`src/rtl/dtmf_steer_pkg.sv`:
```
`timescale 1ns/1ps
package dtmf_steer_pkg;
  typedef logic [3:0] code_t;

  // letter keys: the four codes blocked by the inhibit input
  function automatic logic is_letter(input code_t c);
    return (c == 4'hD) || (c == 4'hE) || (c == 4'hF) || (c == 4'h0);
  endfunction
endpackage

```
`src/rtl/steer_tick_gen.sv`:
```
`timescale 1ns/1ps
module steer_tick_gen #(
  parameter int unsigned DIV = 50000
) (
  input  logic clk,
  input  logic rst_n,
  input  logic halt,
  output logic tick
);
  generate
    if (DIV <= 1) begin : g_direct
      assign tick = !halt;
    end else begin : g_count
      localparam int unsigned PW = $clog2(DIV);
      localparam logic [PW-1:0] LAST = PW'(DIV - 1);
      logic [PW-1:0] div_q;
      always_ff @(posedge clk or negedge rst_n) begin
        if (!rst_n)          div_q <= '0;
        else if (!halt)      div_q <= (div_q == LAST) ? '0 : div_q + 1'b1;
      end
      assign tick = !halt && (div_q == LAST);

      a_r9_div_frozen: assert property (@(posedge clk) disable iff (!rst_n)
        halt |=> $stable(div_q));
    end
  endgenerate
endmodule

```
`src/rtl/steer_integrator.sv`:
```
`timescale 1ns/1ps
module steer_integrator #(
  parameter int unsigned PRESENT_TICKS = 30,
  parameter int unsigned ABSENT_TICKS  = 30
) (
  input  logic clk,
  input  logic rst_n,
  input  logic halt,
  input  logic tick,
  input  logic flag,
  output logic accept,
  output logic release_o,
  output logic steered
);
  localparam int unsigned MAXV = (PRESENT_TICKS > ABSENT_TICKS) ? PRESENT_TICKS : ABSENT_TICKS;
  localparam int unsigned CW = $clog2(MAXV + 1);
  localparam logic [CW-1:0] P_LAST = CW'(PRESENT_TICKS - 1);
  localparam logic [CW-1:0] FULL   = CW'(ABSENT_TICKS);
  localparam logic [CW-1:0] ONE    = CW'(1);

  logic [CW-1:0] lvl_q;
  logic          st_q;
  logic          step;

  assign step      = tick && !halt;
  assign accept    = step && !st_q && flag && (lvl_q == P_LAST);
  assign release_o = step && st_q && !flag && (lvl_q == ONE);
  assign steered   = st_q;

  always_ff @(posedge clk or negedge rst_n) begin
    if (!rst_n) begin
      lvl_q <= '0;
      st_q  <= 1'b0;
    end else if (step) begin
      if (!st_q) begin
        if (flag) begin
          if (lvl_q == P_LAST) begin
            st_q  <= 1'b1;
            lvl_q <= FULL;
          end else begin
            lvl_q <= lvl_q + 1'b1;
          end
        end else if (lvl_q != '0) begin
          lvl_q <= lvl_q - 1'b1;
        end
      end else begin
        if (flag) begin
          lvl_q <= FULL;
        end else if (lvl_q == ONE) begin
          st_q  <= 1'b0;
          lvl_q <= '0;
        end else begin
          lvl_q <= lvl_q - 1'b1;
        end
      end
    end
  end

  a_r3_refill_full: assert property (@(posedge clk) disable iff (!rst_n)
    (st_q && step && flag) |=> (lvl_q == FULL));
  a_r10_bounded: assert property (@(posedge clk) disable iff (!rst_n)
    lvl_q <= FULL || (!st_q && lvl_q <= P_LAST));
  a_r9_level_frozen: assert property (@(posedge clk) disable iff (!rst_n)
    halt |=> ($stable(lvl_q) && $stable(st_q)));
  a_r2_accept_from_idle: assert property (@(posedge clk) disable iff (!rst_n)
    accept |=> st_q);
endmodule

```
`src/rtl/steer_code_latch.sv`:
```
`timescale 1ns/1ps
module steer_code_latch
  import dtmf_steer_pkg::*;
#(
  parameter int unsigned SETTLE_CLKS = 250
) (
  input  logic  clk,
  input  logic  rst_n,
  input  logic  halt,
  input  logic  capture,
  input  logic  drop,
  input  code_t code_in,
  output code_t code_q,
  output logic  flag_q
);
  localparam int unsigned SW = $clog2(SETTLE_CLKS + 1);
  localparam logic [SW-1:0] SET_V = SW'(SETTLE_CLKS);

  logic [SW-1:0] wait_q;

  always_ff @(posedge clk or negedge rst_n) begin
    if (!rst_n) begin
      code_q <= '0;
      flag_q <= 1'b0;
      wait_q <= '0;
    end else if (capture) begin
      code_q <= code_in;
      wait_q <= SET_V;
    end else if (drop) begin
      flag_q <= 1'b0;
      wait_q <= '0;
    end else if (!halt && wait_q != '0) begin
      wait_q <= wait_q - 1'b1;
      if (wait_q == SW'(1)) flag_q <= 1'b1;
    end
  end

  a_r6_data_before_flag: assert property (@(posedge clk) disable iff (!rst_n)
    $rose(flag_q) |-> $stable(code_q));
  a_r5_code_held: assert property (@(posedge clk) disable iff (!rst_n)
    !capture |=> $stable(code_q));
  initial a_r6_settle_nonzero: assert (SETTLE_CLKS >= 1);
endmodule

```
`src/rtl/dtmf_steer_latch.sv`:
```
`timescale 1ns/1ps
module dtmf_steer_latch
  import dtmf_steer_pkg::*;
#(
  parameter int unsigned CLKS_PER_TICK = 50000,
  parameter int unsigned PRESENT_TICKS = 30,
  parameter int unsigned ABSENT_TICKS  = 30,
  parameter int unsigned SETTLE_CLKS   = 250
) (
  input  logic       clk,
  input  logic       rst_n,
  input  logic       pwr_down,
  input  logic       tone_seen,
  input  logic [3:0] tone_code,
  input  logic       letters_block,
  input  logic       out_en,
  output logic [3:0] code_out,
  output logic       code_valid,
  output logic       steer_done
);
  logic  tick;
  logic  flag_eff;
  logic  accept;
  logic  rel;
  logic  steered;
  code_t held;

  // a blocked letter looks like silence to the integrator
  assign flag_eff = tone_seen && !(letters_block && is_letter(tone_code));

  steer_tick_gen #(.DIV(CLKS_PER_TICK)) u_tick (
    .clk(clk), .rst_n(rst_n), .halt(pwr_down), .tick(tick)
  );

  steer_integrator #(
    .PRESENT_TICKS(PRESENT_TICKS), .ABSENT_TICKS(ABSENT_TICKS)
  ) u_integ (
    .clk(clk), .rst_n(rst_n), .halt(pwr_down), .tick(tick), .flag(flag_eff),
    .accept(accept), .release_o(rel), .steered(steered)
  );

  steer_code_latch #(.SETTLE_CLKS(SETTLE_CLKS)) u_latch (
    .clk(clk), .rst_n(rst_n), .halt(pwr_down), .capture(accept), .drop(rel),
    .code_in(tone_code), .code_q(held), .flag_q(steer_done)
  );

  assign code_valid = out_en;
  assign code_out   = out_en ? held : 4'h0;

  a_r7_no_letter_accept: assert property (@(posedge clk) disable iff (!rst_n)
    (letters_block && is_letter(tone_code)) |-> !accept);
  a_r4_flag_needs_steer: assert property (@(posedge clk) disable iff (!rst_n)
    steer_done |-> steered);
endmodule

```
`config.mk`:
```
export PLATFORM = sky130hd
export DESIGN_NAME = dtmf_steer_latch
export DESIGN_NICKNAME = d
export VERILOG_FILES = /design/src/rtl/dtmf_steer_pkg.sv /design/src/rtl/steer_tick_gen.sv /design/src/rtl/steer_integrator.sv /design/src/rtl/steer_code_latch.sv /design/src/rtl/dtmf_steer_latch.sv
export SDC_FILE = /design/constraint.sdc
export NUM_CORES = 1
export LEC_CHECK = 0
export BUFFER_PORTS_ARGS = -buffer_cell sky130_fd_sc_hd__buf_4
export CORE_AREA = 2 2 72 74
export DETAILED_ROUTE_END_ITERATION = 12
export DIE_AREA = 0 0 74 76
export PLACE_DENSITY = 0.63
export SETUP_SLACK_MARGIN = 0.05
export SLEW_MARGIN = 10
export SYNTH_ARGS = -nofsm -noshare
export SYNTH_HDL_FRONTEND = slang
export SYNTH_SLANG_ARGS = --single-unit
```
`constraint.sdc`:
```
create_clock -name clk -period 2.46 [get_ports clk]
set_input_delay 0.492 -clock clk [delete_from_list [all_inputs] [get_ports clk]]
set_output_delay 0.492 -clock clk [all_outputs]
set_load 0.05 [all_outputs]
```
; ---- Yosys cells after proc, flatten, opt, wreduce, memory -nomap -nowiden
; Index checks and enable logic that the tools add are counted.
[totals]
reg_bits = 35
latch_bits = 0
ram_bits = 0
rom_bits = 0
in_bits = 10
output_inout_bits = 6
mem_count = 0
[op_classes]
addsub = 4
mul = 0
div = 0
magnitude_cmp = 0
eq_ne = 7
shifts = 0
mux = 19
bitwise = 1
n_reduce_logical = 27
[op_table]
columns = operator, count
row1 = two-way mux 5 bit, 6
row2 = two-way mux 8 bit, 3
row3 = adder 16 x 1 -> 16 bit (second input constant), 1
row4 = == test 16 bit (second input constant), 1
row5 = two-way mux 16 bit, 1
row6 = == test 4 bit (second input constant), 3
row7 = logical AND 1 bit, 11
row8 = == test 8 x 1 -> 1 bit (second input constant), 1
row9 = two-way mux 1 bit, 8
row10 = nonzero test 8 bit, 1
row11 = subtractor 8 x 1 -> 8 bit (second input constant), 1
row12 = nonzero test 3 bit, 2
row13 = adder 5 x 1 -> 5 bit (second input constant), 1
row14 = == test 5 x 1 -> 1 bit (second input constant), 1
row15 = == test 5 bit (second input constant), 1
row16 = nonzero test 5 bit, 1
row17 = subtractor 5 x 1 -> 5 bit (second input constant), 1
row18 = zero test 1 bit, 4
row19 = zero test 4 bit, 1
row20 = two-way mux 4 bit, 1
row21 = nonzero test 2 bit, 2
row22 = logical OR 1 bit, 3
row23 = AND reduction 3 bit, 1
row24 = AND reduction 2 bit, 1
row25 = inverter 1 bit, 1

; ---- Depth between registers and ports, before layout
[logic_depth]
word_depth = 12
depth_mapped = 8

; ---- By module
; From an unflattened synthesis, not the netlist that was laid out.
[unflattened]
hier_cells = 224
hier_area_um2 = 2150.8
[by_module_without_submodules]
columns = module, instances, cells_each, area_per_inst_um2, seq_area_each_um2
row1 = steer_tick_gen, 1, 81, 847.1, 400.4
row2 = steer_code_latch, 1, 63, 684.4, 325.3
row3 = steer_integrator, 1, 71, 560.5, 150.1
row4 = dtmf_steer_latch, 1, 9, 58.8, 0.0

; ---- Least setup slack after synthesis
; OpenSTA, ideal clock, no wires.
[synth_path]
path_kind = register to register
start = register u_tick.g_count.div_q[7]
end = register u_latch.wait_q[0]
setup_ps = 131
arrival_time_ps = 1993
required_ps = 2329
slack_ps = 336
stages_incl_launch_ff = 6
n_path_buf = 0
cell_sequence = dfrtp_1 -> or4b_4 -> or4_4 -> a211o_4 -> o41ai_2 -> nor2_2
[synth_via]
elab_chain_cells = 8
word_cells_on_any_way = 12
classes_between = eq/ne (1) / mux (2) / reduce/logical (9)
[synth_lines]
columns = item, line_no
row1 = "start, declared", steer_tick_gen.sv:16  ; logic [PW-1:0] div_q;
row2 = "start signal, assigned", steer_tick_gen.sv:19  ; else if (!halt) div_q <= (div_q == LAST) ? '0 : div_q + 1'b1;
row3 = == test 16 bit (*), steer_tick_gen.sv:21  ; assign tick = !halt && (div_q == LAST);
row4 = logical AND 1 bit (*), steer_tick_gen.sv:21
row5 = logical AND 1 bit (*), steer_integrator.sv:25  ; assign step = tick && !halt;
row6 = logical AND 1 bit (3 in a row), steer_integrator.sv:27  ; assign release_o = step && st_q && !flag && (lvl_q == ONE);
row7 = two-way mux 8 bit, steer_code_latch.sv:29  ; end else if (drop) begin
row8 = two-way mux 8 bit, steer_code_latch.sv:26  ; end else if (capture) begin
row9 = "end signal, assigned", steer_code_latch.sv:33  ; wait_q <= wait_q - 1'b1;
row10 = "end, declared", steer_code_latch.sv:19  ; logic [SW-1:0] wait_q;
; Every way passes the cells marked *; elsewhere a longest branch is shown, timed or not.
; A chain may end at the register's enable or synchronous reset.

; ---- Final worst setup path
[layout_path]
start = register u_tick.g_count.div_q[12]
end = register u_integ.lvl_q[1]
[layout_via]
elab_chain_cells = 4
[layout_lines]
columns = item, line_no
row1 = == test 16 bit, steer_tick_gen.sv:21
row2 = logical AND 1 bit, steer_tick_gen.sv:21
row3 = logical AND 1 bit, steer_integrator.sv:25
row4 = AND reduction 2 bit (no line), --
row5 = "end signal, assigned", steer_integrator.sv:41  ; lvl_q <= lvl_q + 1'b1;
row6 = "end signal, assigned", steer_integrator.sv:44  ; lvl_q <= lvl_q - 1'b1;
row7 = "end signal, assigned", steer_integrator.sv:53  ; lvl_q <= lvl_q - 1'b1;
row8 = "end, declared", steer_integrator.sv:21  ; logic [CW-1:0] lvl_q;
; Every way passes these cells.

==> impl_results.md <==
* Status: finished clean
* Largest net degree at the start of global routing at 36
* Grt total ovfl at 0
* Vias in the first global route at 1,602
* Clock sinks at 35
* Min cycle time layout at 2.25 ns
* Hpwl dp at 3.05 mm
* Reg2Reg Capture Point: u_integ.lvl_q[1]$_DFFE_PN0P_
* Count of state elements after synthesis at 35
* Unrepaired setup endpoints after global routing: no
* Pleak at 1.14 nW
* Number of max-cap violations at 0
* Post-Synth XOR/XNOR Area at 7.94%
* Die X at 74 um
* Synth Area in Adders at 4.77%
* Worst-Margin Slew at 0.577 ns
* Part of the cycle the worst path needs at 91.6%
* Worst Reg-to-Reg Cells at 6
* Clock skew at 0.0103 ns
* Routability Congestion at 0.863
* Power per cell area at 783 nW/um^2
* HP Class: in -> async
* CTS buffer count at 5
* Flop2flop setup slack at 0.21 ns
* Wire length per cell at 13.5 um
* Asr flop ratio synth at 100%
* Setup crit start kind: register
* Vias at 1,655
* Area Growth Syn to Fin at 18.1%
* Most common cell in the synthesized netlist: dfrtp_1
* Fin. max-slew vios at 0
* Primary FF master, synth: dfrtp_1
* Fillcell total at 477
* Antenna fix cells at 0
* Syn Std Cell Area at 2100 um^2
* Top cells by area, synth: dfrtp_1 (42%), ha_1 (4.8%), xor2_1 (4.2%)
* Worst EP required at 2.66 ns
* Starting DRT DRC Count at 144
* Synth Area in Compound Gates at 13.8%
* Die area at 5620 um^2
* Maximum clock frequency at 444 MHz
* # DRC at 0
* Pre-CTS WS at 0.110 ns
* Peak VDD IR at 383 uV
* Mean Syn Cell Area at 9.75 um^2
* Initial antenna violation count at 0
* Crit. End Element: register
* GRT Total Usage at 16.3%
* Seq/Total Area, Yosys at 41.8%
* Starting Density at 42.7%
* Worst r2r src: u_tick.g_count.div_q[12]$_DFFE_PN0N_
* Mapped Cells at 215
* Multi-input logic area at 1140 um^2
* Final nets at 258
* Crit Path Class: reg -> reg
* Yosys cell types at 55
* Root buf cell: clkbuf_8
* Synthesized Nets at 233
* Longest Clk Path Bufs at 2
* Post-detailed-route count of antenna-violating nets at 0
* WL final at 4.21 mm
* CTS tree: done
* Final setup violation count at 0
* Post-synth top area cell: dfrtp_1
* Yosys warns at 0
* Top-area cell type share of the netlist area at 41.8%
* First-pass GRT wire length at 7.22 mm
* Num ports at 16
* Clock Latency Late Sink at 0.29 ns
* Clk pin slew, worst setup/hold paths at 0.08 ns
* Critical Path Fanout Max at 10
* Vias per inst at 5.32
* Buffers added on ports at 15
* Chip height at 76 um
* TritonRoute pass-1 iters at 4
* Main combinational cell family by area after synthesis: simple AND/OR/NAND/NOR gates
* Share of cells above drive strength 1 at 21.2%
* # hold bufs at CTS at 0
* EDFF count, synth at 0
* CTS H-tree depth at 2
* Total core area at 4910 um^2
* Fin worst setup slack at 0.206 ns
* Top post-synthesis cells by count: dfrtp_1 (35), nand2_1 (23), nor2_1 (17), inv_1 (11), xor2_1 (10)
* Setup TNS at 0 ns
* Post-synthesis mux area share at 4.71%
* Register area at 876 um^2
* Synth Area in Simple Gates at 23.3%
* Endpoints failing hold at 0
* FP Rows at 26
* Slew margin rel. at 61.2%
* Crit path DAT at 2.45 ns
[worst max-delay path by stage]
stage	startpoint	endpoint	slack [ns]	cells after the start
2_1_floorplan	u_tick.g_count.div_q[7]$_DFFE_PN0N_	u_latch.wait_q[0]$_DFFE_PN0P_	0.34	5
3_3_place_gp	u_tick.g_count.div_q[12]$_DFFE_PN0N_	u_latch.code_q[1]$_DFFE_PN0P_	0.17	5
3_5_place_dp	u_tick.g_count.div_q[12]$_DFFE_PN0N_	u_latch.code_q[1]$_DFFE_PN0P_	0.11	5
4_1_cts	u_tick.g_count.div_q[12]$_DFFE_PN0N_	u_latch.code_q[0]$_DFFE_PN0P_	0.11	5
5_1_grt	u_tick.g_count.div_q[10]$_DFFE_PN0N_	u_integ.lvl_q[1]$_DFFE_PN0P_	0.08	6
6_report	u_tick.g_count.div_q[12]$_DFFE_PN0N_	u_integ.lvl_q[1]$_DFFE_PN0P_	0.21	6
[logic make-up (layout without fill, tap and decap cells)]
| kind of cell | count (synthesis) | count (layout) |
|---|---|---|
| XOR/XNOR | 19 | 19 |
| AND/OR/NAND/NOR | 90 | 90 |
| AO/OA/AOI/OAI | 36 | 36 |
| multiplexers | 8 | 8 |
| buffers and inverters | 19 | 45 |
| adder cells (fa/ha/maj) | 8 | 8 |
| flip-flops | 35 | 35 |
[layer usage]
metal  vias up  wire [um]  track usage (%)
met5         -          0                0
met4         0         53             5.64
met2        34       1980             24.9
met1       792       2030             22.2
met3         6        148             4.10
li1        823          -                -
[worst max-delay path, cell delays in order, from the launching register on]
cell and delay [ns]:
dfrtp_1 0.41, or4b_1 0.57, nor4_2 0.27, buf_4 0.23
and3_1 0.35, o311a_1 0.21, o21bai_1 0.12
[where the power goes]
| group | internal, mW | switching, mW |
|---|---|---|
| logic | 0.233 | 0.261 |
| registers | 0.704 | 0.124 |
| clock network | 0.405 | 0.211 |
| total | 1.34 | 0.596 |
[through the flow]
stage / total power, mW / cell area, um^2 / instances / util (%) / hold WS, ns
finish: 1.94 / 2480 / 311 / 50.4 / 0.146
global route: 2.08 / 2480 / 311 / 50.4 / 0.166
CTS: 1.95 / 2470 / 310 / 50.3 / 0.156
detailed placement: 1.33 / 2340 / 302 / 47.6 / 0.470
global placement: 1.32 / 2340 / 302 / 47.6 / 0.466
floorplan: 1.18 / 2100 / 215 / - / 0.196
[flip-flops by register name (all words and copies together), names as in the netlist]
signal,count
u_integ.steered,1
u_integ.lvl_q,5
u_tick.g_count.div_q,16
u_latch.flag_q,1
u_latch.wait_q,8
u_latch.code_q,4
[final cells by class]
class,instances,share of cell area (%)
Sequential cell,35,35.4
Clock inverter,2,2.43
Multi-Input combinational cell,161,46.2
Clock buffer,6,2.93
Tap cell,70,3.54
Inverter,11,1.67
Timing Repair Buffer,26,7.88
[cell usage in the layout (no fill, tap or decap), types with 4 or more instances in the layout]
| cell type | n |
|---|---|
| nand3_1 | 5 |
| ha_1 | 8 |
| nor2_1 | 17 |
| inv_1 | 11 |
| xnor2_1 | 9 |
| dfrtp_1 | 35 |
| a21oi_1 | 6 |
| nor3_1 | 8 |
| a31oi_1 | 4 |
| and3_1 | 4 |
| and2_1 | 4 |
| clkbuf_8 | 5 |
| xor2_1 | 10 |
| buf_4 | 26 |
| nor4_1 | 4 |
| nand2_1 | 23 |
[timing repair]
item                                   in CTS  in global routing
gates resized for setup                     0                  0
endpoints found under the hold margin       0                  0
setup endpoints to repair                   0                  5
setup buffers                               0                  1
(Power assumes the default switching activity.)
